### config.mk
export PLATFORM = sky130hd
export DESIGN_NAME = sync_frame_rx
export DESIGN_NICKNAME = d
export VERILOG_FILES = /design/src/rtl/sfr_pkg.sv /design/src/rtl/sfr_edge_sync.sv /design/src/rtl/sfr_frame_fsm.sv /design/src/rtl/sync_frame_rx.sv
export SDC_FILE = /design/constraint.sdc
export NUM_CORES = 1
export LEC_CHECK = 0
export BUFFER_PORTS_ARGS = -buffer_cell sky130_fd_sc_hd__buf_2
export CAP_MARGIN = 20
export CORE_MARGIN = 5
export CORE_UTILIZATION = 35
export DETAILED_ROUTE_END_ITERATION = 16
export GPL_ROUTABILITY_DRIVEN = 0
export PLACE_DENSITY = 0.56
export SYNTH_ARGS = -nofsm -noshare
export SYNTH_HDL_FRONTEND = slang
export SYNTH_SLANG_ARGS = --single-unit
### constraint.sdc
create_clock -name clk -period 2.2 [get_ports clk]
set_input_delay 0.33 -clock clk [delete_from_list [all_inputs] [get_ports clk]]
set_output_delay 0.33 -clock clk [all_outputs]
set_load 0.01 [all_outputs]
### src/rtl/sfr_pkg.sv
package sfr_pkg;
    localparam int DW = 9;
    localparam int CW = $clog2(DW) + 1;

    typedef enum logic [2:0] {
        ST_IDLE,
        ST_DATA,
        ST_PAR,
        ST_STOP1,
        ST_STOP2
    } rx_st_e;

    typedef struct packed {
        rx_st_e          st;
        logic [CW-1:0]   cnt;
        logic [CW-1:0]   last;
        logic            par_en;
        logic            par_odd;
        logic            two_stop;
        logic            acc;
        logic            perr_p;
        logic            ferr_p;
        logic [DW-1:0]   shf;
        logic [DW-1:0]   data;
        logic            perr;
        logic            ferr;
        logic            valid;
    } rx_reg_s;
endpackage

### src/rtl/sfr_edge_sync.sv
module sfr_edge_sync #(
    parameter int STAGES = 2
) (
    input  logic clk,
    input  logic rst_n,
    input  logic ser_clk,
    input  logic ser_din,
    input  logic pol,
    output logic samp_pulse,
    output logic samp_bit
);
    typedef struct packed {
        logic [STAGES-1:0] ck;
        logic [STAGES-1:0] dn;
        logic              prev;
    } sync_s;

    sync_s sy_d, sy_q;

    always_comb begin
        sy_d      = sy_q;
        sy_d.ck   = {sy_q.ck[STAGES-2:0], ser_clk};
        sy_d.dn   = {sy_q.dn[STAGES-2:0], ser_din};
        sy_d.prev = sy_q.ck[STAGES-1];
    end

    always_ff @(posedge clk or negedge rst_n) begin
        if (!rst_n) begin
            sy_q.ck   <= '0;
            sy_q.dn   <= '1;
            sy_q.prev <= 1'b0;
        end else begin
            sy_q <= sy_d;
        end
    end

    logic clk_s, rise, fall;
    assign clk_s      = sy_q.ck[STAGES-1];
    assign rise       = clk_s & ~sy_q.prev;
    assign fall       = ~clk_s & sy_q.prev;
    assign samp_pulse = pol ? rise : fall;
    assign samp_bit   = sy_q.dn[STAGES-1];
endmodule

### src/rtl/sfr_frame_fsm.sv
module sfr_frame_fsm
    import sfr_pkg::*;
(
    input  logic          clk,
    input  logic          rst_n,
    input  logic          samp_pulse,
    input  logic          samp_bit,
    input  logic [2:0]    cfg_len,
    input  logic          cfg_par_en,
    input  logic          cfg_par_odd,
    input  logic          cfg_two_stop,
    output logic [DW-1:0] rx_data,
    output logic          rx_valid,
    output logic          rx_perr,
    output logic          rx_ferr
);
    rx_reg_s r_d, r_q;
    logic    ferr_now;

    always_comb begin
        r_d      = r_q;
        r_d.valid = 1'b0;
        ferr_now = r_q.ferr_p | ~samp_bit;
        if (samp_pulse) begin
            unique case (r_q.st)
                ST_IDLE: begin
                    if (!samp_bit) begin
                        r_d.st       = ST_DATA;
                        r_d.cnt      = '0;
                        r_d.last     = (cfg_len > 3'd4) ? CW'(DW - 1)
                                                        : (CW'(cfg_len) + CW'(4));
                        r_d.par_en   = cfg_par_en;
                        r_d.par_odd  = cfg_par_odd;
                        r_d.two_stop = cfg_two_stop;
                        r_d.acc      = 1'b0;
                        r_d.perr_p   = 1'b0;
                        r_d.ferr_p   = 1'b0;
                        r_d.shf      = '0;
                    end
                end
                ST_DATA: begin
                    r_d.shf[r_q.cnt] = samp_bit;
                    r_d.acc          = r_q.acc ^ samp_bit;
                    r_d.cnt          = r_q.cnt + CW'(1);
                    if (r_q.cnt == r_q.last)
                        r_d.st = r_q.par_en ? ST_PAR : ST_STOP1;
                end
                ST_PAR: begin
                    r_d.perr_p = r_q.acc ^ samp_bit ^ r_q.par_odd;
                    r_d.st     = ST_STOP1;
                end
                ST_STOP1: begin
                    if (r_q.two_stop) begin
                        r_d.ferr_p = ferr_now;
                        r_d.st     = ST_STOP2;
                    end else begin
                        r_d.data  = r_q.shf;
                        r_d.perr  = r_q.perr_p;
                        r_d.ferr  = ferr_now;
                        r_d.valid = 1'b1;
                        r_d.st    = ST_IDLE;
                    end
                end
                ST_STOP2: begin
                    r_d.data  = r_q.shf;
                    r_d.perr  = r_q.perr_p;
                    r_d.ferr  = ferr_now;
                    r_d.valid = 1'b1;
                    r_d.st    = ST_IDLE;
                end
                default: r_d.st = ST_IDLE;
            endcase
        end
    end

    always_ff @(posedge clk or negedge rst_n) begin
        if (!rst_n) r_q <= '0;
        else        r_q <= r_d;
    end

    assign rx_data  = r_q.data;
    assign rx_valid = r_q.valid;
    assign rx_perr  = r_q.perr;
    assign rx_ferr  = r_q.ferr;
endmodule

### src/rtl/sync_frame_rx.sv
module sync_frame_rx
    import sfr_pkg::*;
#(
    parameter int SYNC_STAGES = 2
) (
    input  logic          clk,
    input  logic          rst_n,
    input  logic          ser_clk,
    input  logic          ser_din,
    input  logic          cfg_pol,
    input  logic [2:0]    cfg_len,
    input  logic          cfg_par_en,
    input  logic          cfg_par_odd,
    input  logic          cfg_two_stop,
    output logic [DW-1:0] rx_data,
    output logic          rx_valid,
    output logic          rx_perr,
    output logic          rx_ferr
);
    logic samp_pulse;
    logic samp_bit;

    sfr_edge_sync #(.STAGES(SYNC_STAGES)) u_sync (
        .clk        (clk),
        .rst_n      (rst_n),
        .ser_clk    (ser_clk),
        .ser_din    (ser_din),
        .pol        (cfg_pol),
        .samp_pulse (samp_pulse),
        .samp_bit   (samp_bit)
    );

    sfr_frame_fsm u_fsm (
        .clk          (clk),
        .rst_n        (rst_n),
        .samp_pulse   (samp_pulse),
        .samp_bit     (samp_bit),
        .cfg_len      (cfg_len),
        .cfg_par_en   (cfg_par_en),
        .cfg_par_odd  (cfg_par_odd),
        .cfg_two_stop (cfg_two_stop),
        .rx_data      (rx_data),
        .rx_valid     (rx_valid),
        .rx_perr      (rx_perr),
        .rx_ferr      (rx_ferr)
    );
endmodule

---- Yosys cells after proc, flatten, opt, wreduce, memory -nomap -nowiden ----
Cells that the tools add are included.
storage, ports and cells
  flip-flop bits (word level) ............. 45
  input port bits ......................... 11
  output and inout bits ................... 12
operators by class
  add/sub/neg operators ................... 2
  order comparisons ....................... 3
  eq/ne operators ......................... 9
  muxes and demuxes ....................... 19
  bitwise logic cells ..................... 8
  reductions and logical operators ........ 12
operator list
  operator                                                count
  two-way mux 28 bit                                      1
  one-hot mux 12 bit (2 select lines)                     1
  one-hot mux 9 bit (2 select lines)                      1
  AND reduction 3 bit                                     5
  two-way mux 12 bit                                      1
  one-hot mux 3 bit (4 select lines)                      1
  one-hot mux 5 bit (2 select lines)                      1
  bitwise mux 9 bit                                       1
  nonzero test 2 bit                                      4
  equality test 3 x 2 -> 1 bit (second input constant)    2
  two-way mux 3 bit                                       2
  one-hot mux 1 bit (2 select lines)                      3
  adder 5 x 1 -> 5 bit (second input constant)            1
  equality test 5 bit                                     1
  >= comparator 5 x 1 -> 1 bit (second input constant)    1
  less-than comparator 5 bit (second input constant)      1
  two-way mux 1 bit                                       5
  two-way mux 5 bit                                       1
  adder 3 x 3 -> 4 bit (second input constant)            1
  demux 1 bit (select 4 bit)                              1
  inequality test 2 x 1 -> 1 bit (second input constant)  2
  inequality test 2 bit (second input constant)           2
  AND reduction 4 bit                                     1
  equality test 3 x 1 -> 1 bit (second input constant)    1
  other kinds (8)                                         12

---- Longest topological paths before layout ----
Gate-level depths: netlist of the first run.
  depth in word-level cells ............... 6
  mapped depth ............................ 6
  mapped depth without buffers ............ 6

---- Modules after synthesis ----
Synthesis of the first run repeated with hierarchy kept, for this count alone.
unflattened totals
  cell total of the unflattened synthesis .. 194
  area total of the unflattened synthesis .. 2,212.1 sq um
modules (own cells, without submodules)
  module         times used  cells each  area each (sq um)  sequential area each (sq um)
  sfr_frame_fsm  1           186         2,062.0            975.9
  sfr_edge_sync  1           8           150.1              127.6

---- Worst setup path before layout of the first run ----
No wires, ideal clock.
  kind .................................... flip-flop to flip-flop
  start point ............................. register u_sync.sy_q (netlist bit u_sync.clk_s)
  end point ............................... register u_fsm.r_q (netlist bit u_fsm.rx_data[2])
  library setup time ...................... 0.125 ns
  arrival ................................. 1.528 ns
  required time ........................... 2.075 ns
  slack ................................... 0.548 ns
  cell stages (with the launch flop) ...... 6
  path buffers ............................ 2
  path through ............................ dfrtp_1 and3b_1 buf_2 o22ai_1 buf_2 mux2_2
between the ends
  cells in the longest elaborated chain, start to end .. 4
  elaborated cells between the ends (all ways) .. 5
RTL lines
  item                                    RTL line             source
  start: declaration                      sfr_edge_sync.sv:18  sync_s sy_d, sy_q;
  start signal: assignment                sfr_edge_sync.sv:33  sy_q <= sy_d;
  inverter 1 bit                          sfr_edge_sync.sv:40  assign fall = ~clk_s & sy_q.prev;
  bitwise AND 1 bit                       sfr_edge_sync.sv:40
  two-way mux 1 bit *                     sfr_edge_sync.sv:41  assign samp_pulse = pol ? rise : fall;
  AND reduction 3 bit (no source line) *  --
  end signal: assignment                  sfr_frame_fsm.sv:78  else r_q <= r_d;
  end: declaration                        sfr_frame_fsm.sv:17  rx_reg_s r_d, r_q;
Mark *: on every way between the ends. The rest lies on a longest branch, timed or not.
A chain may end at the register's enable or synchronous reset.

---- Worst setup path after layout of the first run ----
  start point ............................. register u_fsm.r_q[38] (netlist name)
  end point ............................... register u_fsm.r_q[35] (netlist name)
between the ends
  cells in the longest elaborated chain, start to end .. 3
  elaborated cells between the ends (all ways) .. 6
RTL lines
  item                                                                                 RTL line             source
  equality test 3 x 1 -> 1 bit / zero test 3 bit (equally long branches)               sfr_frame_fsm.sv:25  unique case (r_q.st)
  nonzero test 2 bit (no source line) / inequality test 2 bit (equally long branches)  --
  AND reduction 3 bit (no source line)                                                 --
Parallel ways exist; a longest one is shown, timed or not.

==> flow_metrics.env, run 1 <==
export IMPL_outcome="finished, final reports clean"
export IMPL_startpoint_of_the_worst_slack_reg_to_reg_timing_path="u_fsm.r_q[38]$_DFFE_PN0P_"
export IMPL_post_synth_top_area_share_pct=50.21
export IMPL_worstReg2RegEnd="u_fsm.r_q[35]$_DFFE_PN0P_"
export IMPL_worstHoldEndpoint="u_sync.sy_d[2]$_DFF_PN1_"
export IMPL_post_place_ws_ns=0.4507
export IMPL_yosysUniqueCellTypes=39
export IMPL_postCtsResizedCells=0
export IMPL_hp_class="input pin to flop"
export IMPL_leakage_nw=1.129
export IMPL_totalWireLength_um=3689
export IMPL_n_fill_cell=564
export IMPL_clkPwrFrac_pct=25.1
export IMPL_power_switching_mw=0.9398
export IMPL_synth_cell_area_um2=2093
export IMPL_firstDrtPassIters=4
export IMPL_finalNonFillerCells=290
export IMPL_pwr_density_cell_nw_per_um2=1207
export IMPL_largest_net_degree_at_the_start_of_global_routing=31
export IMPL_synth_seq_cells=44
export IMPL_worstSkewPairLatency_ns=0.29
export IMPL_layout_core_utilization_pct=40.80
export IMPL_cts_buffers=5
export IMPL_synth_most_common_cell="dfrtp_1"
export IMPL_htreeDepth=2
export IMPL_design_power_total_mw=2.880
export IMPL_hpwl_um=2713
export IMPL_synth_seq_area_share_pct=52.72
export IMPL_clockBufferDepth=2
export IMPL_ctsRootBufferMaster="clkbuf_8"
export IMPL_timing_slew_headroom_pct=57.11
export IMPL_drv_slew=0
export IMPL_avgSynthCellArea_um2=10.63
export IMPL_launching_element_type_of_the_critical_path="flop"
export IMPL_worst_pin_slew_ns=0.6391
export IMPL_drive_above_1_share_pct=25.58
export IMPL_setup_violations=0
export IMPL_chipHeight_um=87.34
export IMPL_postSynthNetCount=212
export IMPL_clock_sink_count=44
export IMPL_clock_fmax_mhz=577.0
export IMPL_number_of_cell_instances_on_the_worst_register_to_register_path=4
export IMPL_synthDominantAreaCellType="dfrtp_1"
export IMPL_pin_count=23
export IMPL_number_of_antenna_violations_at_the_first_check_in_global_routing=0
export IMPL_synth_async_reset_ratio_pct=100.0
export IMPL_drt_drc_violations_left=0
export IMPL_vias_per_cell=4.841
export IMPL_critPathRequiredTime_ns=2.42
export IMPL_placementRows=28
export IMPL_routed_wire_length_per_instance_um=12.72
export IMPL_hold_worst_slack_ns=0.1262
export IMPL_netSwitchingFraction_pct=32.63
export IMPL_finalWorstSetupSlack_ns=0.4669
export IMPL_synth_warning_count=0
export IMPL_dr_total_vias=1404
export IMPL_placement_io_buffers=22
export IMPL_skew_ns=0.009188
export IMPL_cp_top_family="simple AND/OR/NAND/NOR gates"
export IMPL_layout_area_overhead_vs_synth_pct=14.05
export IMPL_coreArea_um2=5851
export IMPL_critical_path_max_stage_delay_ns=0.51
export IMPL_placement_cell_area_um2=2245
export IMPL_final_hold_vio_count=0
export IMPL_cts_tree="built"
export IMPL_crit_path_cell_trace="or3b_1, o21bai_4, or3_1, a21oi_1"
export IMPL_seq_power_share_pct=44.4
export IMPL_ff_latch_area_um2=1104
export IMPL_start_util_pct=35.78
export IMPL_synth_flop_cell="dfrtp_1"
export IMPL_final_net_count=229
export IMPL_clkSlewWorstSetupHoldPaths_ns=0.08
export IMPL_critical_path_peak_fanout=12
export IMPL_grt_pass1_wl_um=6486
export IMPL_cts_repair_timing_setup_buffer_count=0
export IMPL_detail_route_iter0_violations=85
export IMPL_post_route_min_period_ns=1.733
export IMPL_critical_path_endpoint_type="flop"
export IMPL_timing_critical_path_slowest_stage_cell="dfrtp_1"
export IMPL_cell_area_after_layout_um2=2387
export IMPL_holdPathStages=1
export IMPL_gr_usage_all_layers_pct=10.73
export IMPL_final_period_util_pct=78.78
export IMPL_setup_reg_to_reg_worst_slack_ns=0.47
export IMPL_post_place_cells=281
export IMPL_rsz0062_at_grt="false"
export IMPL_synth_area_leaders="dfrtp_1 50%, mux2_2 8.1%, o21ai_0 6.7%"
export IMPL_synth_common_cells="42 x dfrtp_1, 28 x o21ai_0, 17 x nand2_1"
export IMPL_antenna_cells=0
export IMPL_synth_edf_count=0
export IMPL_worstPathArrival_ns=1.95
export IMPL_p_int_mw=1.940
export IMPL_cts_hold_buf=1
export IMPL_pwr_share_comb_pct=30.5
export IMPL_finalSetupTns_ns=0
export IMPL_die_area_um2=7627
export IMPL_multi_input_gate_area_in_the_final_layout_um2=860.8
export IMPL_peakVddDrop_mv=0.4007
export IMPL_cap_violations=0
export IMPL_antenna_left=0
export IMPL_min_delay_start="ser_din"
export IMPL_grt_ovf=0
export IMPL_worstSetupPathType="flop to flop"
export IMPL_die_w_um=87.34
export IMPL_first_global_vias=1365
export IMPL_syn_inst=197
export IMPL_cp_num_buf_inv=0
power by group through the flow:
| stage | combinational, mW | clock [mW] | sequential [mW] |
|---|---|---|---|
| floorplan | 0.747 | 0 | 1.21 |
| global placement | 0.873 | 0 | 1.29 |
| detailed placement | 0.886 | 0 | 1.29 |
| CTS | 0.891 | 0.751 | 1.28 |
| global route | 0.996 | 0.779 | 1.32 |
| finish | 0.880 | 0.722 | 1.28 |
flip-flops by register name, indices dropped and copies added (netlist names):
| register | flops |
|---|---|
| u_fsm.r_q | 27 |
| u_sync.sy_d | 2 |
| u_fsm.rx_ferr | 1 |
| u_sync.sy_q | 1 |
| u_fsm.rx_valid | 1 |
| u_fsm.rx_perr | 1 |
| u_fsm.rx_data | 9 |
| u_sync.clk_s | 1 |
| u_sync.samp_bit | 1 |
worst reg2reg max path, delay by kind of cell (launching register included):
family	cells	cell delay [ns]
flip-flops	1	0.51
AND/OR/NAND/NOR	2	0.79
AO/OA/AOI/OAI	2	0.36
logic make-up after synthesis:
| kind of cell | count (synthesis) | synth area share (%) |
|---|---|---|
| compound gates | 52 | 14.59 |
| simple gates | 51 | 13.15 |
| flops | 44 | 52.72 |
| buf+inv | 24 | 6.156 |
| mux | 15 | 8.069 |
| xor+xnor | 7 | 2.929 |
| fa+ha+maj | 4 | 2.391 |
how the worst max path moves through the flow:
stage / startpoint / to / slack, ns / depth (start not counted)
6_report: u_fsm.r_q[38]$_DFFE_PN0P_ / u_fsm.r_q[35]$_DFFE_PN0P_ / 0.47 / 4
5_1_grt: u_sync.sy_q[0]$_DFF_PN0_ / u_fsm.r_q[19]$_DFFE_PN0P_ / 0.28 / 5
4_1_cts: u_fsm.r_q[38]$_DFFE_PN0P_ / u_fsm.r_q[35]$_DFFE_PN0P_ / 0.47 / 4
3_5_place_dp: cfg_pol / u_fsm.r_q[24]$_DFFE_PN0P_ / 0.45 / 5
3_3_place_gp: cfg_pol / u_fsm.r_q[30]$_DFFE_PN0P_ / 0.46 / 5
2_1_floorplan: u_sync.clk_s$_DFF_PN0_ / u_fsm.rx_data[2]$_DFFE_PN0P_ / 0.55 / 5
metal layers:
layer	GRT usage (%)	part of all wire, %	up-vias
met1	14.96	51	667
met3	2.933	4.1	4
met4	4.184	1.2	0
li1	-	-	706
met5	0	0	-
met2	15.75	44	27
cell usage in the layout, fill, tap and decap left out, types with 3 or more instances in the layout:
cell | Yosys | final
mux2_2 | 15 | 15
a21oi_1 | 10 | 10
nand2b_1 | 3 | 3
o21ai_0 | 28 | 28
buf_4 | 9 | 5
dfrtp_1 | 42 | 42
nand2_1 | 17 | 17
nor2b_1 | 5 | 5
ha_1 | 4 | 4
nor2_1 | 10 | 10
nand3_1 | 3 | 3
xnor2_1 | 6 | 6
inv_1 | 5 | 5
buf_2 | 4 | 22
clkbuf_8 | 0 | 5
area by class of cell:
class,count,share of cell area [%]
well taps,75,3.931
clock buffers,6,3.040
clock inverters,2,2.516
flip-flops and latches,44,46.23
repair buffers,29,7.442
inverters,5,0.7862
multi-input cells,129,36.06
No activity file was read; power rests on OpenSTA's default activity.
==> run 2, diff against run 1 <==
- clock period: 2.2 -> 1.6 ns (I/O delays scaled with it)
==> flow_metrics.env, run 2 (synthesis results as in run 1) <==
export IMPL_outcome="finished, violations left"
export IMPL_violated_checks="negative setup slack"
export IMPL_finalNonFillerCells=311
export IMPL_drv_slew=0
export IMPL_pin_count=23
export IMPL_skew_ns=0.007948
export IMPL_totalWireLength_um=4028
export IMPL_routed_wire_length_per_instance_um=12.95
export IMPL_placementRows=28
export IMPL_gr_usage_all_layers_pct=11.71
export IMPL_worstSkewPairLatency_ns=0.30
export IMPL_final_hold_vio_count=0
export IMPL_pwr_density_cell_nw_per_um2=1607
export IMPL_n_fill_cell=565
export IMPL_die_area_um2=7627
export IMPL_clock_fmax_mhz=622.9
export IMPL_firstDrtPassIters=4
export IMPL_hpwl_um=2932
export IMPL_leakage_nw=1.254
export IMPL_post_route_min_period_ns=1.605
export IMPL_clock_sink_count=44
export IMPL_seq_power_share_pct=41.1
export IMPL_layout_area_overhead_vs_synth_pct=23.19
export IMPL_placement_io_buffers=22
export IMPL_p_int_mw=2.757
export IMPL_clkPwrFrac_pct=21.6
export IMPL_post_place_cells=295
export IMPL_final_period_util_pct=100.3
export IMPL_coreArea_um2=5851
export IMPL_pwr_share_comb_pct=37.2
export IMPL_grt_pass1_wl_um=6969
export IMPL_timing_slew_headroom_pct=70.25
export IMPL_layout_core_utilization_pct=44.08
export IMPL_final_net_count=250
export IMPL_finalSetupTns_ns=-0.006867
export IMPL_largest_register="u_fsm.r_q"
export IMPL_worst_pin_slew_ns=0.4462
export IMPL_vias_per_cell=4.849
export IMPL_critical_path_endpoint_type="flop"
export IMPL_post_place_ws_ns=-0.02662
export IMPL_antenna_left=0
export IMPL_cts_buffers=5
export IMPL_finalWorstSetupSlack_ns=-0.005487
export IMPL_setup_violations=3
export IMPL_launching_element_type_of_the_critical_path="flop"
export IMPL_htreeDepth=2
export IMPL_largest_net_degree_at_the_start_of_global_routing=21
export IMPL_start_util_pct=35.78
export IMPL_antenna_cells=0
export IMPL_ctsRootBufferMaster="clkbuf_8"
export IMPL_largest_reg_flops=27
export IMPL_design_power_total_mw=4.144
export IMPL_peakVddDrop_mv=0.8579
export IMPL_drive_above_1_share_pct=36.44
export IMPL_drt_drc_violations_left=0
export IMPL_die_w_um=87.34
export IMPL_dr_total_vias=1508
export IMPL_cts_tree="built"
export IMPL_number_of_antenna_violations_at_the_first_check_in_global_routing=0
export IMPL_worstSetupPathType="flop to flop"
export IMPL_power_switching_mw=1.387
export IMPL_clockBufferDepth=2
export IMPL_mostFrequentLayoutCell="dfrtp_1"
export IMPL_grt_ovf=0
export IMPL_worstPathArrival_ns=1.79
export IMPL_critical_path_peak_fanout=8
export IMPL_netSwitchingFraction_pct=33.48
export IMPL_clkSlewWorstSetupHoldPaths_ns=0.08
export IMPL_cap_violations=0
export IMPL_rsz0062_at_grt="true"
export IMPL_critPathRequiredTime_ns=1.78
export IMPL_first_global_vias=1486
export IMPL_most_common_layout_cells="42 x dfrtp_1, 25 x buf_4, 22 x buf_2"
export IMPL_hp_class="input pin to flop"
export IMPL_chipHeight_um=87.34
export IMPL_detail_route_iter0_violations=49
==> run 2: changes by cell type in the layout (fill, tap and decap cells not counted), sizes merged <==
| cell | before | now |
|---|---|---|
| clkinv | 0 | 1 |
| bufinv | 2 | 1 |
| buf | 28 | 49 |
==> run 2: final timing paths <==
check / startpoint / end / slack [ns] / cells past startpoint
worst max-delay path: u_sync.clk_s$_DFF_PN0_ / u_fsm.r_q[30]$_DFFE_PN0P_ / -0.005 / 4
min in group asynchronous: rst_n / u_fsm.r_q[34]$_DFFE_PN0P_ / 0.42 / 2
max in group asynchronous: rst_n / u_fsm.r_q[14]$_DFFE_PN0P_ / 0.63 / 3
worst min-delay path: ser_din / u_sync.sy_d[2]$_DFF_PN1_ / 0.03 / 1
worst min register to register: u_sync.sy_d[4]$_DFF_PN0_ / u_sync.clk_s$_DFF_PN0_ / 0.35 / 0
worst max register to register: u_sync.clk_s$_DFF_PN0_ / u_fsm.r_q[30]$_DFFE_PN0P_ / -0.005 / 4
==> run 2: worst max-delay path, stage by stage (launching register included) <==
cell and delay (ns):
dfrtp_1 0.43, and3b_2 0.29, o211ai_1 0.28, buf_4 0.21, mux2_4 0.29
==> run 2: final cells by class <==
cell class	instances	area, µm²	area share [%]
clock inverters	2	38.79	1.504
clock buffers	6	82.58	3.202
flip-flops and latches	44	1104	42.79
repair buffers	50	330.3	12.81
well taps	75	93.84	3.639
multi-input cells	129	910.9	35.32
inverters	5	18.77	0.7278
==> run 2: power groups by stage <==
stage | Combinational [mW] | Clock, mW | Sequential [mW]
2_1_floorplan | 1.03 | 0 | 1.66
6_report | 1.54 | 0.897 | 1.70
4_1_cts | 1.46 | 0.917 | 1.71
3_5_place_dp | 1.44 | 0 | 1.73
5_1_grt | 1.75 | 0.983 | 1.76
3_3_place_gp | 1.42 | 0 | 1.72
==> run 2: per-stage QoR <==
stage	hold WS [ns]	instance area, µm²
after detailed placement	0.2166	2337
after global placement	0.2056	2337
after global routing	0.01171	2579
after floorplan	-0.05559	2096
after CTS	0.02703	2491
final	0.03491	2579
==> run 2: repair_timing <==
action / 4_1_cts / 5_1_grt
endpoints found under the hold margin: 16 / 0
hold buffers: 1 / 0
resized for setup: 2 / 20
buffers inserted: 2 / 5
pin swaps: 2 / 4
setup endpoints to repair: 6 / 34
==> run 2: routing by layer <==
metal / routed length [µm] / part of all wire, % / vias to the layer above / global-route usage, %
met5: 0 / 0 / - / 0
li1: - / - / 749 / -
met3: 171 / 4.2 / 4 / 3.784
met1: 1972 / 49 / 727 / 15.58
met4: 51 / 1.3 / 0 / 3.347
met2: 1832 / 45 / 28 / 18.22
==> run 3, diff against run 2 <==
- ABC_AREA: not set -> 1
- CORE_UTILIZATION: 35 -> 57
- PLACE_DENSITY: 0.56 -> 0.82
==> flow_metrics.env, run 3 <==
export IMPL_critical_path_peak_fanout=9
export IMPL_yosysUniqueCellTypes=26
export IMPL_dr_total_vias=1611
export IMPL_number_of_cell_instances_on_the_worst_register_to_register_path=6
export IMPL_htreeDepth=2
export IMPL_antenna_left=0
export IMPL_start_util_pct=58.71
export IMPL_finalSetupTns_ns=0
export IMPL_gr_usage_all_layers_pct=17.03
export IMPL_launching_element_type_of_the_critical_path="flop"
export IMPL_setup_violations=0
export IMPL_leakage_nw=1.252
export IMPL_largest_register="u_fsm.r_q"
export IMPL_die_w_um=71.18
export IMPL_clock_sink_count=44
export IMPL_grt_pass1_wl_um=6920
export IMPL_clock_fmax_mhz=684.9
export IMPL_clockBufferDepth=2
export IMPL_hold_worst_slack_ns=0.04087
export IMPL_grt_ovf=0
export IMPL_timing_slew_headroom_pct=72.28
export IMPL_holdPathStages=1
export IMPL_synth_async_reset_ratio_pct=100.0
export IMPL_vias_per_cell=4.957
export IMPL_pin_count=23
export IMPL_largest_net_degree_at_the_start_of_global_routing=29
export IMPL_cts_buffers=5
export IMPL_hp_class="input pin to flop"
export IMPL_die_area_um2=5066
export IMPL_pwr_density_cell_nw_per_um2=1458
export IMPL_antenna_cells=0
export IMPL_final_net_count=291
export IMPL_syn_inst=256
export IMPL_placementRows=22
export IMPL_worstPathArrival_ns=1.69
export IMPL_drv_slew=0
export IMPL_synthDominantAreaCellType="dfrtp_1"
export IMPL_routed_wire_length_per_instance_um=11.60
export IMPL_ff_latch_area_um2=1105
export IMPL_firstDrtPassIters=4
export IMPL_multi_input_gate_area_in_the_final_layout_um2=848.3
export IMPL_postSynthNetCount=271
export IMPL_startpoint_of_the_worst_slack_reg_to_reg_timing_path="u_fsm.r_q[37]$_DFFE_PN0P_"
export IMPL_worst_pin_slew_ns=0.4158
export IMPL_worstReg2RegEnd="u_fsm.r_q[13]$_DFFE_PN0P_"
export IMPL_setup_reg_to_reg_worst_slack_ns=0.14
export IMPL_synth_seq_cells=44
export IMPL_layout_core_utilization_pct=64.50
export IMPL_synth_area_leaders="dfrtp_1 49%, nand2_1 16%, o21ai_0 4.5%"
export IMPL_synth_common_cells="93 x nand2_1, 42 x dfrtp_1, 21 x inv_1"
export IMPL_drt_drc_violations_left=0
export IMPL_worstSetupPathType="flop to flop"
export IMPL_drive_above_1_share_pct=16.97
export IMPL_design_power_total_mw=3.416
export IMPL_critPathRequiredTime_ns=1.83
export IMPL_n_fill_cell=306
export IMPL_avgSynthCellArea_um2=8.333
export IMPL_synth_cell_area_um2=2133
export IMPL_first_global_vias=1627
export IMPL_final_hold_vio_count=0
export IMPL_post_synth_top_area_share_pct=49.27
export IMPL_detail_route_iter0_violations=131
export IMPL_hpwl_um=2790
export IMPL_placement_io_buffers=22
export IMPL_layout_area_overhead_vs_synth_pct=9.853
export IMPL_worstSkewPairLatency_ns=0.29
export IMPL_totalWireLength_um=3770
export IMPL_post_route_min_period_ns=1.460
export IMPL_most_common_layout_cells="93 x nand2_1, 41 x dfrtp_1, 22 x buf_2"
export IMPL_synth_edf_count=0
export IMPL_synth_warning_count=0
export IMPL_number_of_antenna_violations_at_the_first_check_in_global_routing=0
export IMPL_ctsRootBufferMaster="clkbuf_8"
export IMPL_final_period_util_pct=91.26
export IMPL_synth_flop_cell="dfrtp_1"
export IMPL_skew_ns=0.003893
export IMPL_min_delay_start="ser_din"
export IMPL_largest_reg_flops=27
export IMPL_synth_seq_area_share_pct=51.73
export IMPL_outcome="finished, final reports clean"
export IMPL_mostFrequentLayoutCell="nand2_1"
export IMPL_clkSlewWorstSetupHoldPaths_ns=0.07
export IMPL_synth_most_common_cell="nand2_1"
export IMPL_rsz0062_at_grt="false"
export IMPL_critical_path_endpoint_type="flop"
export IMPL_cts_tree="built"
export IMPL_cap_violations=0
export IMPL_worstHoldEndpoint="u_sync.sy_d[2]$_DFF_PN1_"
export IMPL_peakVddDrop_mv=0.6962
export IMPL_coreArea_um2=3633
export IMPL_chipHeight_um=71.18
==> run 3: worst max path at each step <==
stage,endpoint,cells past startpoint,startpoint
after floorplan,u_fsm.r_q[18]$_DFFE_PN0P_,7,u_fsm.r_q[38]$_DFFE_PN0P_
after global placement,u_fsm.rx_data[6]$_DFFE_PN0P_,7,u_fsm.r_q[39]$_DFFE_PN0P_
after detailed placement,u_fsm.rx_data[6]$_DFFE_PN0P_,7,u_fsm.r_q[39]$_DFFE_PN0P_
after CTS,u_fsm.rx_data[6]$_DFFE_PN0P_,7,u_fsm.r_q[39]$_DFFE_PN0P_
after global routing,u_fsm.r_q[20]$_DFFE_PN0P_,8,u_fsm.r_q[39]$_DFFE_PN0P_
final,u_fsm.r_q[13]$_DFFE_PN0P_,6,u_fsm.r_q[37]$_DFFE_PN0P_
==> run 3: where the power goes <==
| group | internal (mW) | switching [mW] |
|---|---|---|
| clock network | 0.306 | 0.348 |
| registers | 1.40 | 0.234 |
| logic | 0.422 | 0.709 |
| total | 2.13 | 1.29 |
==> run 3: per-stage QoR <==
stage | cells | setup slack, ns | area, µm²
2_1_floorplan | 256 | 0.2697 | 2133
3_3_place_gp | 316 | 0.2064 | 2238
3_5_place_dp | 316 | 0.09854 | 2238
4_1_cts | 325 | 0.08283 | 2330
5_1_grt | 325 | 0.01075 | 2344
6_report | 325 | 0.1399 | 2344
==> run 3: final cells by class <==
type                    instances  share of cell area (%)
clock buffers                   7                   3.257
repair buffers                 26                   6.620
clock inverters                 1                  0.2136
multi-input cells             175                   36.20
flip-flops and latches         44                   47.14
well taps                      48                   2.563
inverters                      24                   4.004
==> run 3: cell families after synthesis <==
| group | share of synthesized area, % |
|---|---|
| buffers and inverters | 8.915 |
| DFF | 51.73 |
| adders and majority gates | 2.346 |
| xor gates and xnor gates | 2.053 |
| AOI/OAI and AO/OA | 6.452 |
| and+or+nand+nor | 28.50 |
==> run 3: worst max-delay path, cell delays in order (launching register included) <==
cell and delay [ns]:
dfrtp_1 0.43, inv_2 0.09, nor3_4 0.25, nand2_4 0.13, nor2_2 0.29, nand2_1 0.11, nand2_1 0.09
==> run 3: per-layer routing <==
| layer | global-route usage (%) | wire length [µm] | share of wire (%) |
|---|---|---|---|
| met2 | 29.39 | 1830 | 49 |
| met1 | 20.37 | 1650 | 44 |
| met4 | 5.637 | 57 | 1.5 |
| met5 | 0 | 0 | 0 |
| met3 | 4.830 | 231 | 6.1 |
==> run 3: repair_timing <==
| item | 4_1_cts | 5_1_grt |
|---|---|---|
| endpoints found under the hold margin | 16 | 0 |
| buffers inserted | 0 | 0 |
| endpoints found under the setup margin | 0 | 12 |
| resized for setup | 0 | 4 |
| hold buffers | 1 | 0 |
